**src/rtl/mdfs_pkg.sv**
```systemverilog
package mdfs_pkg;
  typedef enum logic [2:0] {
    MD_UNDERV = 3'd0,
    MD_HELD   = 3'd1,
    MD_ASLEEP = 3'd2,
    MD_WAKING = 3'd3,
    MD_ACTIVE = 3'd4
  } mode_e;

  // true when one more qualifying sample completes the persistence window
  function automatic logic persist_hit(input int unsigned cnt, input int unsigned lim);
    return (cnt + 1) >= lim;
  endfunction

  // true when the wake interval has fully elapsed
  function automatic logic wake_elapsed(input int unsigned cnt, input int unsigned lim);
    return cnt >= lim;
  endfunction
endpackage

```
**src/rtl/mdfs_ocp_chan.sv**
```systemverilog
module mdfs_ocp_chan #(
  parameter int unsigned OCP_CYC = 8
) (
  input  logic clk,
  input  logic por_n,
  input  logic clr,
  input  logic cnt_en,
  input  logic flag,
  output logic lat
);
  import mdfs_pkg::*;
  localparam int unsigned CW = $clog2(OCP_CYC + 1);

  logic [CW-1:0] cnt_q;
  logic          lat_q;
  logic          qual;
  logic          hit;

  assign qual = cnt_en && flag;
  assign hit  = persist_hit(int'(cnt_q), OCP_CYC);

  always_ff @(posedge clk or negedge por_n) begin
    if (!por_n) begin
      cnt_q <= '0;
      lat_q <= 1'b0;
    end else if (clr) begin
      cnt_q <= '0;
      lat_q <= 1'b0;
    end else if (qual) begin
      if (hit) lat_q <= 1'b1;
      else     cnt_q <= cnt_q + 1'b1;
    end else begin
      cnt_q <= '0;
    end
  end

  assign lat = lat_q;

  // latch holds unless cleared
  p_latch_holds_r2: assert property (@(posedge clk) disable iff (!por_n)
    (lat_q && !clr) |=> lat_q);
  // latch only rises after a qualifying flag sample
  p_latch_needs_flag_r1: assert property (@(posedge clk) disable iff (!por_n)
    $rose(lat_q) |-> ($past(flag) && $past(cnt_en)));
  // counter never passes the window
  p_cnt_bound_r1: assert property (@(posedge clk) disable iff (!por_n)
    int'(cnt_q) < OCP_CYC);
endmodule

```
**src/rtl/mdfs_wake_timer.sv**
```systemverilog
module mdfs_wake_timer #(
  parameter int unsigned WAKE_CYC = 250000
) (
  input  logic clk,
  input  logic por_n,
  input  logic blk,
  output logic done
);
  import mdfs_pkg::*;
  localparam int unsigned WW = $clog2(WAKE_CYC + 1);

  logic [WW-1:0] cnt_q;
  logic          done_w;

  assign done_w = wake_elapsed(int'(cnt_q), WAKE_CYC);

  always_ff @(posedge clk or negedge por_n) begin
    if (!por_n)       cnt_q <= '0;
    else if (blk)     cnt_q <= '0;
    else if (!done_w) cnt_q <= cnt_q + 1'b1;
  end

  assign done = done_w;

  // a blocking input always restarts the interval
  p_wake_blocked_r7: assert property (@(posedge clk) disable iff (!por_n)
    blk |=> !done);
  // ready only appears after an unblocked edge
  p_wake_rise_r7: assert property (@(posedge clk) disable iff (!por_n)
    $rose(done) |-> !$past(blk));
endmodule

```
**src/rtl/mdfs_mode_sel.sv**
```systemverilog
module mdfs_mode_sel (
  input  logic             uv_flag,
  input  logic             rst_pin_n,
  input  logic             sleep_pin_n,
  input  logic             wake_done,
  output mdfs_pkg::mode_e  mode,
  output logic             blocked
);
  import mdfs_pkg::*;

  always_comb begin
    if (uv_flag)           mode = MD_UNDERV;
    else if (!rst_pin_n)   mode = MD_HELD;
    else if (!sleep_pin_n) mode = MD_ASLEEP;
    else if (!wake_done)   mode = MD_WAKING;
    else                   mode = MD_ACTIVE;
  end

  assign blocked = uv_flag || !rst_pin_n || !sleep_pin_n;

  // undervoltage overrides every other mode
  always_comb begin
    if (uv_flag) p_uv_first_r4: assert (mode == MD_UNDERV);
  end
endmodule

```
**src/rtl/mdfs_supervisor.sv**
```systemverilog
module mdfs_supervisor #(
  parameter int unsigned NB       = 2,
  parameter int unsigned OCP_CYC  = 8,
  parameter int unsigned WAKE_CYC = 250000
) (
  input  logic          clk,
  input  logic          por_n,
  input  logic [NB-1:0] ocl_flag,
  input  logic          ot_flag,
  input  logic          uv_flag,
  input  logic          rst_pin_n,
  input  logic          sleep_pin_n,
  output logic [NB-1:0] bridge_off,
  output logic          fault_n,
  output logic          inputs_ignored,
  output logic          ready,
  output logic          supply_en
);
  import mdfs_pkg::*;

  mode_e         mode;
  logic          blocked;
  logic          wake_done;
  logic          logic_clr;
  logic          run_now;
  logic          ot_live;
  logic [NB-1:0] ocp_lat;

  mdfs_mode_sel u_mode (
    .uv_flag     (uv_flag),
    .rst_pin_n   (rst_pin_n),
    .sleep_pin_n (sleep_pin_n),
    .wake_done   (wake_done),
    .mode        (mode),
    .blocked     (blocked)
  );

  mdfs_wake_timer #(.WAKE_CYC(WAKE_CYC)) u_wake (
    .clk   (clk),
    .por_n (por_n),
    .blk   (blocked),
    .done  (wake_done)
  );

  assign logic_clr = (mode == MD_UNDERV) || (mode == MD_HELD);
  assign run_now   = (mode == MD_ACTIVE);

  for (genvar gi = 0; gi < NB; gi++) begin : g_chan
    mdfs_ocp_chan #(.OCP_CYC(OCP_CYC)) u_chan (
      .clk    (clk),
      .por_n  (por_n),
      .clr    (logic_clr),
      .cnt_en (run_now),
      .flag   (ocl_flag[gi]),
      .lat    (ocp_lat[gi])
    );
  end

  assign ot_live        = ot_flag && ((mode == MD_WAKING) || (mode == MD_ACTIVE));
  assign bridge_off     = {NB{!run_now || ot_live}} | ocp_lat;
  assign fault_n        = !((|ocp_lat) || ot_live);
  assign inputs_ignored = !run_now;
  assign ready          = run_now;
  assign supply_en      = !((mode == MD_UNDERV) || (mode == MD_ASLEEP));

  // undervoltage wipes every latch by the next edge
  p_uv_wipes_r4: assert property (@(posedge clk) disable iff (!por_n)
    uv_flag |=> (ocp_lat == '0));
  // reset pin clears latches too
  p_rst_wipes_r5: assert property (@(posedge clk) disable iff (!por_n)
    !rst_pin_n |=> (ocp_lat == '0));
  // a reported fault in active mode always stops some bridge
  p_fault_stops_r8: assert property (@(posedge clk) disable iff (!por_n)
    (ready && !fault_n) |-> (bridge_off != '0));
  // supply stays off while sleeping and not held in reset
  p_sleep_supply_r6: assert property (@(posedge clk) disable iff (!por_n)
    (!sleep_pin_n && rst_pin_n) |-> !supply_en);
endmodule

```
**config.mk**
```make
export PLATFORM = sky130hd
export DESIGN_NAME = mdfs_supervisor
export DESIGN_NICKNAME = d
export VERILOG_FILES = /design/src/rtl/mdfs_pkg.sv /design/src/rtl/mdfs_ocp_chan.sv /design/src/rtl/mdfs_wake_timer.sv /design/src/rtl/mdfs_mode_sel.sv /design/src/rtl/mdfs_supervisor.sv
export SDC_FILE = /design/constraint.sdc
export NUM_CORES = 1
export LEC_CHECK = 0
export ABC_AREA = 1
export BUFFER_PORTS_ARGS = -buffer_cell sky130_fd_sc_hd__buf_2
export CAP_MARGIN = 20
export CORE_ASPECT_RATIO = 0.7
export CORE_MARGIN = 5
export CORE_UTILIZATION = 40
export DETAILED_ROUTE_END_ITERATION = 10
export HOLD_SLACK_MARGIN = 0.03
export PLACE_DENSITY = 0.65
export SLEW_MARGIN = 20
export SYNTH_ARGS = -nofsm -noshare
export SYNTH_HDL_FRONTEND = slang
export SYNTH_HIERARCHICAL = 1
export SYNTH_SLANG_ARGS = --single-unit
```
**constraint.sdc**
```tcl
create_clock -name clk -period 2 [get_ports clk]
set_input_delay 0.3 -clock clk [delete_from_list [all_inputs] [get_ports clk]]
set_output_delay 0.3 -clock clk [all_outputs]
set_load 0.02 [all_outputs]
```
==> results.yml, run 1 <==
pwr:
  peakVddDrop_uv: 227.8
  power-per-cell-area_nw_per_um2: 420.9
  p_leak_uw: 0.001167
routing:
  finalWirelength_um: 4570
  first_pass_iters: 4
  drtAntennaViolNets: 0
  drtIter0Drc: 170
  drc: 0
  num_vias: 1805
  wl_per_cell_um: 12.59
  via_per_inst: 4.972
flow_run:
  maxCapViolations: 0
worst_setup_path:
  r2r-start: "u_wake/cnt_q[15]"
  r2r_end: "g_chan[1].u_chan/cnt_q[1]"
  critPathLaunchType: "flop"
  reg2regPathDepth: 13
  critical_path_arrival_ns: 1.99
  worstPathRequired_ns: 1.70
  crit_path_end_kind: "output pin"
  reg2reg_slack_ns: -0.04
  crit_type: "reg -> out"
  path_max_fanout: 3
sta:
  setup_ws_ns: -0.2900
  slew_headroom_pct: 56.79
  hold_ws_ns: 0.02874
  hold_viol: 0
  rsz0062_at_grt: "yes"
  setup_viol: 11
  period_needed_ns: 2.290
  timing.final.crit_share_pct: 114.5
  tightest_slew_ns: 0.6481
  fmax_ghz: 0.4367
  slew_viol_final: 0
  skew_ns: 0.008277
logic_synthesis:
  synth_top_area_cell: "dfrtp_1"
  syn_area_um2: 1851
  synthMuxAreaShare_pct: 0
  synth_top_family_by_area: "simple AND/OR/NAND/NOR gates"
  synthXorXnorAreaFrac_pct: 0.4733
  netlist_top_cells_area: "dfrtp_1, nand2_1, nand3_1"
  synthSimpleGateAreaFrac_pct: 39.96
  synth_top_area_share_pct: 37.86
  synth_fp_nets: 282
  syn_area_per_cell_um2: 6.905
  synth-compound-area-share_pct: 7.911
  synth_cell_types: 26
  synth_cells: 268
  synth_fa_ha_area_share_pct: 4.057
  synth-seq-cells: 28
  ys_seq_area_share_pct: 37.86
  yosysWarnings: 6
placed_design:
  port_buffers: 13
  gp_congestion: 0.8673
  placed_area_um2: 2044
  dp_worst_setup_slack_ns: -0.004147
  hpwl_um: 2988
finish:
  diodes: 0
  area_growth_pct: 26.50
  drive_above_1_share_pct: 27.27
  final_cell_mix: "nand2_1, inv_1, dfrtp_1, buf_4, nand3_1"
  seq_area_um2: 700.7
  num-nets-final: 323
  finalInstanceArea_um2: 2341
  num-fill-cells: 407
  multiInputGateArea_um2: 1054
  final_common_cell: "nand2_1"
floorplanning:
  die_width_um: 91.30
  io_pins: 14
  rows: 20
  initial_utilization_pct: 42.02
  core_area_um2: 4404
  die_h_um: 66.91
  dieArea_um2: 6108
grt:
  grt_max_degree: 29
  grt_usage_pct: 15.01
  grt_pass1_wl_um: 7369
  antenna_found_initial: 0
  gr-total-overflow: 0
  grt_pass1_vias: 1623
hold_path:
  holdCritPathClass: "in -> async"
clock_tree:
  cts_buffer_depth: 2
  clockRootBuffer: "clkbuf_8"
  cts_buffers: 3
  clock_latency_ns: 0.28
  cts_tree: "built"
  clkTransAtPathRegs_ns: 0.10
  cts_hold_buf: 0
  cts_max_level: 1
  cts_sinks: 28
status:
  status: "finished with violations"
  violations: "negative setup slack"
==> sequential cells by signal, indices dropped and copies added, names as in the netlist <==
register             flops
g_chan.u_chan/cnt_q      8
u_wake/cnt_q            18
g_chan.u_chan/lat        2
==> report_power, final <==
| group | internal (µW) | total, µW | leakage (µW) | switching (µW) |
|---|---|---|---|---|
| clock | 177 | 357 | 0.0000288 | 180 |
| combinational | 20.2 | 61.1 | 0.000748 | 41.0 |
| sequential | 567 | 567 | 0.000391 | 0.779 |
==> cells by family after synthesis <==
logic type	count (synthesis)
and+or+nand+nor	160
buffers and inverters	45
AOI/OAI and AO/OA	28
DFF	28
adders and majority gates	6
xor gates and xnor gates	1
==> what timing repair did <==
item                                    CTS  global route
resized for setup                        22            15
endpoints found under the setup margin    9            24
buffers inserted                         15             5
pin swaps                                 7            11
==> metrics by stage <==
stage | setup TNS [ns] | total power [µW] | cells | utilization, %
floorplan | 0 | 598.6 | 268 | -
global placement | 0 | 625.5 | 342 | 46.42
detailed placement | -0.007379 | 626.3 | 342 | 46.42
CTS | -0.9951 | 991.8 | 361 | 51.73
global route | -3.338 | 1022 | 363 | 53.15
finish | -1.277 | 985.4 | 363 | 53.15
==> cell type report <==
type	count	area share [%]
Timing Repair Buffer	41	13.36
Clock buffer	4	2.352
Sequential cell	28	29.93
Tap cell	55	2.940
Multi-Input combinational cell	195	45.00
Inverter	40	6.414
==> worst max path at each step <==
| stage | slack (ns) | from | depth (start not counted) | endpoint |
|---|---|---|---|---|
| 6_report | -0.29 | u_wake/cnt_q[7] | 14 | fault_n |
| 5_1_grt | -0.42 | u_wake/cnt_q[6] | 14 | fault_n |
| 4_1_cts | -0.17 | u_wake/cnt_q[6] | 14 | fault_n |
| 3_5_place_dp | -0.004 | u_wake/cnt_q[14] | 11 | fault_n |
| 3_3_place_gp | 0.06 | u_wake/cnt_q[14] | 11 | fault_n |
| 2_1_floorplan | 0.01 | u_wake/cnt_q[7] | 13 | fault_n |
==> critical path: stages, from the launching register on <==
cell and delay [ns]:
dfrtp_1 0.42, nand2_1 0.09, nand2_1 0.07, inv_2 0.06, nand3_2 0.09, nand2_2 0.08, inv_2 0.05, inv_1 0.08
nand2_2 0.06, a21oi_2 0.17, nor2_1 0.07, nand2_2 0.10, nand2_2 0.08, a21oi_4 0.14, buf_6 0.13
==> Yosys cell counts <==
library cell and n:
nand2_1 75, clkinv_1 1, inv_1 36, o21ai_0 8
or2_2 2, o21ai_1 9, ha_1 6, dfrtp_1 28
xor2_1 1, nand2_2 5, nand3_2 4, nor2_1 28
a21oi_2 1, nor2_4 2, nor2_2 2, nand3b_1 1
inv_2 3, nand3_1 28, o21bai_1 1, clkbuf_1 1
nor3_1 2, a21oi_1 9, nand4_1 9, buf_6 1
buf_2 3, nor3_2 2
==> metal layers <==
metal | vias to the layer above | global-route usage [%] | wire, µm
li1 | 937 | - | -
met2 | 57 | 24.28 | 2072
met3 | 6 | 2.596 | 327
met5 | - | 0 | 0
met1 | 805 | 20.44 | 2110
met4 | 0 | 4.762 | 59
Note: power is estimated with default switching activity, not from simulation.
==> run 2: changes to the inputs <==
Settings changed: CORE_MARGIN 5 to 4.
==> run 2 against run 1 <==
The run still ends with negative setup slack left. Cell count fell by 0.28%. Non-clock buffer count unchanged. Core utilization increased by 1.5 points. First-iteration DRC count fell by 11%. Routed wire length rose by 0.85%. Sequential power barely moved. Via count grew 2.0%. Clock skew down 0.0064 ns. Sequential share of layout area shrank 0.84 points. Largest cell class unchanged.
==> results.yml, run 2 (same netlist as run 1, synthesis figures left out) <==
status:
  status: "finished with violations"
  violations: "negative setup slack"
routing:
  first_pass_iters: 4
  num_vias: 1842
  finalWirelength_um: 4609
  drtAntennaViolNets: 0
  drtIter0Drc: 152
  drc: 0
  via_per_inst: 5.088
  wl_per_cell_um: 12.73
sta:
  period_needed_ns: 2.297
  fmax_ghz: 0.4354
  hold_ws_ns: 0.03752
  slew_headroom_pct: 55.82
  skew_ns: 0.001859
  rsz0062_at_grt: "yes"
  tightest_slew_ns: 0.6628
  setup_viol: 11
  hold_viol: 0
  setup_ws_ns: -0.2965
  timing.final.crit_share_pct: 114.8
  slew_viol_final: 0
clock_tree:
  cts_max_level: 1
  cts_buffers: 3
  clockRootBuffer: "clkbuf_8"
  clkTransAtPathRegs_ns: 0.10
  cts_tree: "built"
  cts_sinks: 28
  cts_buffer_depth: 2
  clock_latency_ns: 0.28
pwr:
  clkPwrFrac_pct: 33.7
  internal-power_uw: 720.9
  pwr-share-comb_pct: 6.4
  p_leak_uw: 0.001174
  power-per-cell-area_nw_per_um2: 393.3
  total_power_uw: 947.2
  switchingPower_uw: 226.3
  swShare_pct: 23.89
  peakVddDrop_uv: 190.0
  p_seq_share_pct: 59.9
grt:
  gr-usage-met1_pct: 24.43
  grt.busiest_layer: "met1"
  grt_max_degree: 29
  grt_pass1_wl_um: 7479
  gr-total-overflow: 0
  grt_pass1_vias: 1633
  grt_usage_pct: 16.55
  antenna_found_initial: 0
  use_met2_pct: 23.99
  grt.met3_usage_pct: 3.304
worst_setup_path:
  critPathLaunchType: "flop"
  worstPathRequired_ns: 1.70
  crit_top_cell: "nand2_2"
  crit_path_end_kind: "output pin"
  critical_path_arrival_ns: 2.00
  path_buf_inv: 3
  path_max_fanout: 3
  critical-path-top-delay-family: "simple AND/OR/NAND/NOR gates"
  r2r-start: "u_wake/cnt_q[6]"
  crit_start: "u_wake/cnt_q[10]"
  path_cells: "inv_1 > nand2_2 > nor2_4 > nand3_4 > nand2_2 > inv_2 > nand2_4 > nand2_2 > nor2_4 > nor2_2 > nand2_2 > nand2_2 > a21oi_4 > buf_6"
  cp_slowest_cell: "dfrtp_1"
  slowest_delay_ns: 0.39
  crit_type: "reg -> out"
finish:
  area_growth_pct: 30.16
  fin_util_pct: 54.69
  drive_above_1_share_pct: 31.27
  multiInputGateArea_um2: 1119
  top_register: "u_wake/cnt_q"
  instances_no_fill: 362
  num-fill-cells: 392
  diodes: 0
  final_common_cell: "nand2_1"
  largest_reg_flops: 18
  num-nets-final: 323
  seq_area_um2: 700.7
  final_cell_mix: "nand2_1, inv_1, dfrtp_1"
placed_design:
  hpwl_um: 3101
  dp_worst_setup_slack_ns: -0.02285
  gp_congestion: 0.8646
  port_buffers: 13
  place_inst: 343
floorplanning:
  rows: 20
  die_width_um: 89.30
  initial_utilization_pct: 42.02
  die_h_um: 64.91
  core_area_um2: 4404
  dieArea_um2: 5796
  io_pins: 14
hold_path:
  holdCritPathClass: "in -> async"
flow_run:
  maxCapViolations: 0
==> run 2: cell types whose count changed in the layout (fill, tap and decap cells not counted), moves of 2 or more <==
cell     before  now
nand2_1      69   64
o21ai_2       0    2
o21ai_0       8    2
nand2_2      10   13
nor2_1       24   21
buf_4        28   25
o21ai_1       9   13
nand2_4       1    3
nor2_4        5    7
==> run 2: worst paths after layout <==
check                                       endpoint  cells after the start  slack, ns
hold reg to reg                 g_chan[1].u_chan/lat                      2       0.48
setup / recovery                             fault_n                     14      -0.30
setup reg to reg           g_chan[0].u_chan/cnt_q[0]                     15      -0.08
hold / removal                       u_wake/cnt_q[1]                      1       0.04
min in group clk                    u_wake/cnt_q[17]                      3       0.32
max in group asynchronous            u_wake/cnt_q[6]                      1       1.53
==> run 2: layer usage <==
layer  part of all wire [%]  up-vias  wire, µm
met4                    1.0        0        48
met1                     49      862      2262
met3                    5.1        4       234
li1                       -      938         -
met5                      0        -         0
met2                     45       38      2063
==> run 2: final cells by class <==
type	count	share of cell area, %
multi-input cells	195	46.44
flip-flops and latches	28	29.09
repair buffers	41	13.56
inverters	40	6.338
well taps	55	2.857
clock buffers	3	1.714
==> run 2: power groups by stage <==
stage	Clock, µW	Combinational (µW)	Sequential [µW]
3_3_place_gp	0	47.1	579
6_report	319	61.0	567
2_1_floorplan	0	20.0	579
5_1_grt	360	68.4	568
3_5_place_dp	0	48.2	579
4_1_cts	335	56.4	568
==> run 2: per-stage QoR <==
stage | setup TNS (ns) | cell area, µm²
floorplan | 0 | 1858
global placement | 0 | 2052
detailed placement | -0.02285 | 2052
CTS | -0.6289 | 2213
global route | -3.531 | 2409
finish | -1.352 | 2409
==> run 2: repair_timing <==
action                     4_1_cts  5_1_grt
setup endpoints to repair        6       16
buffers inserted                 7        9
pin swaps                        8       20
resized for setup               23       38
hold buffers                     0        0
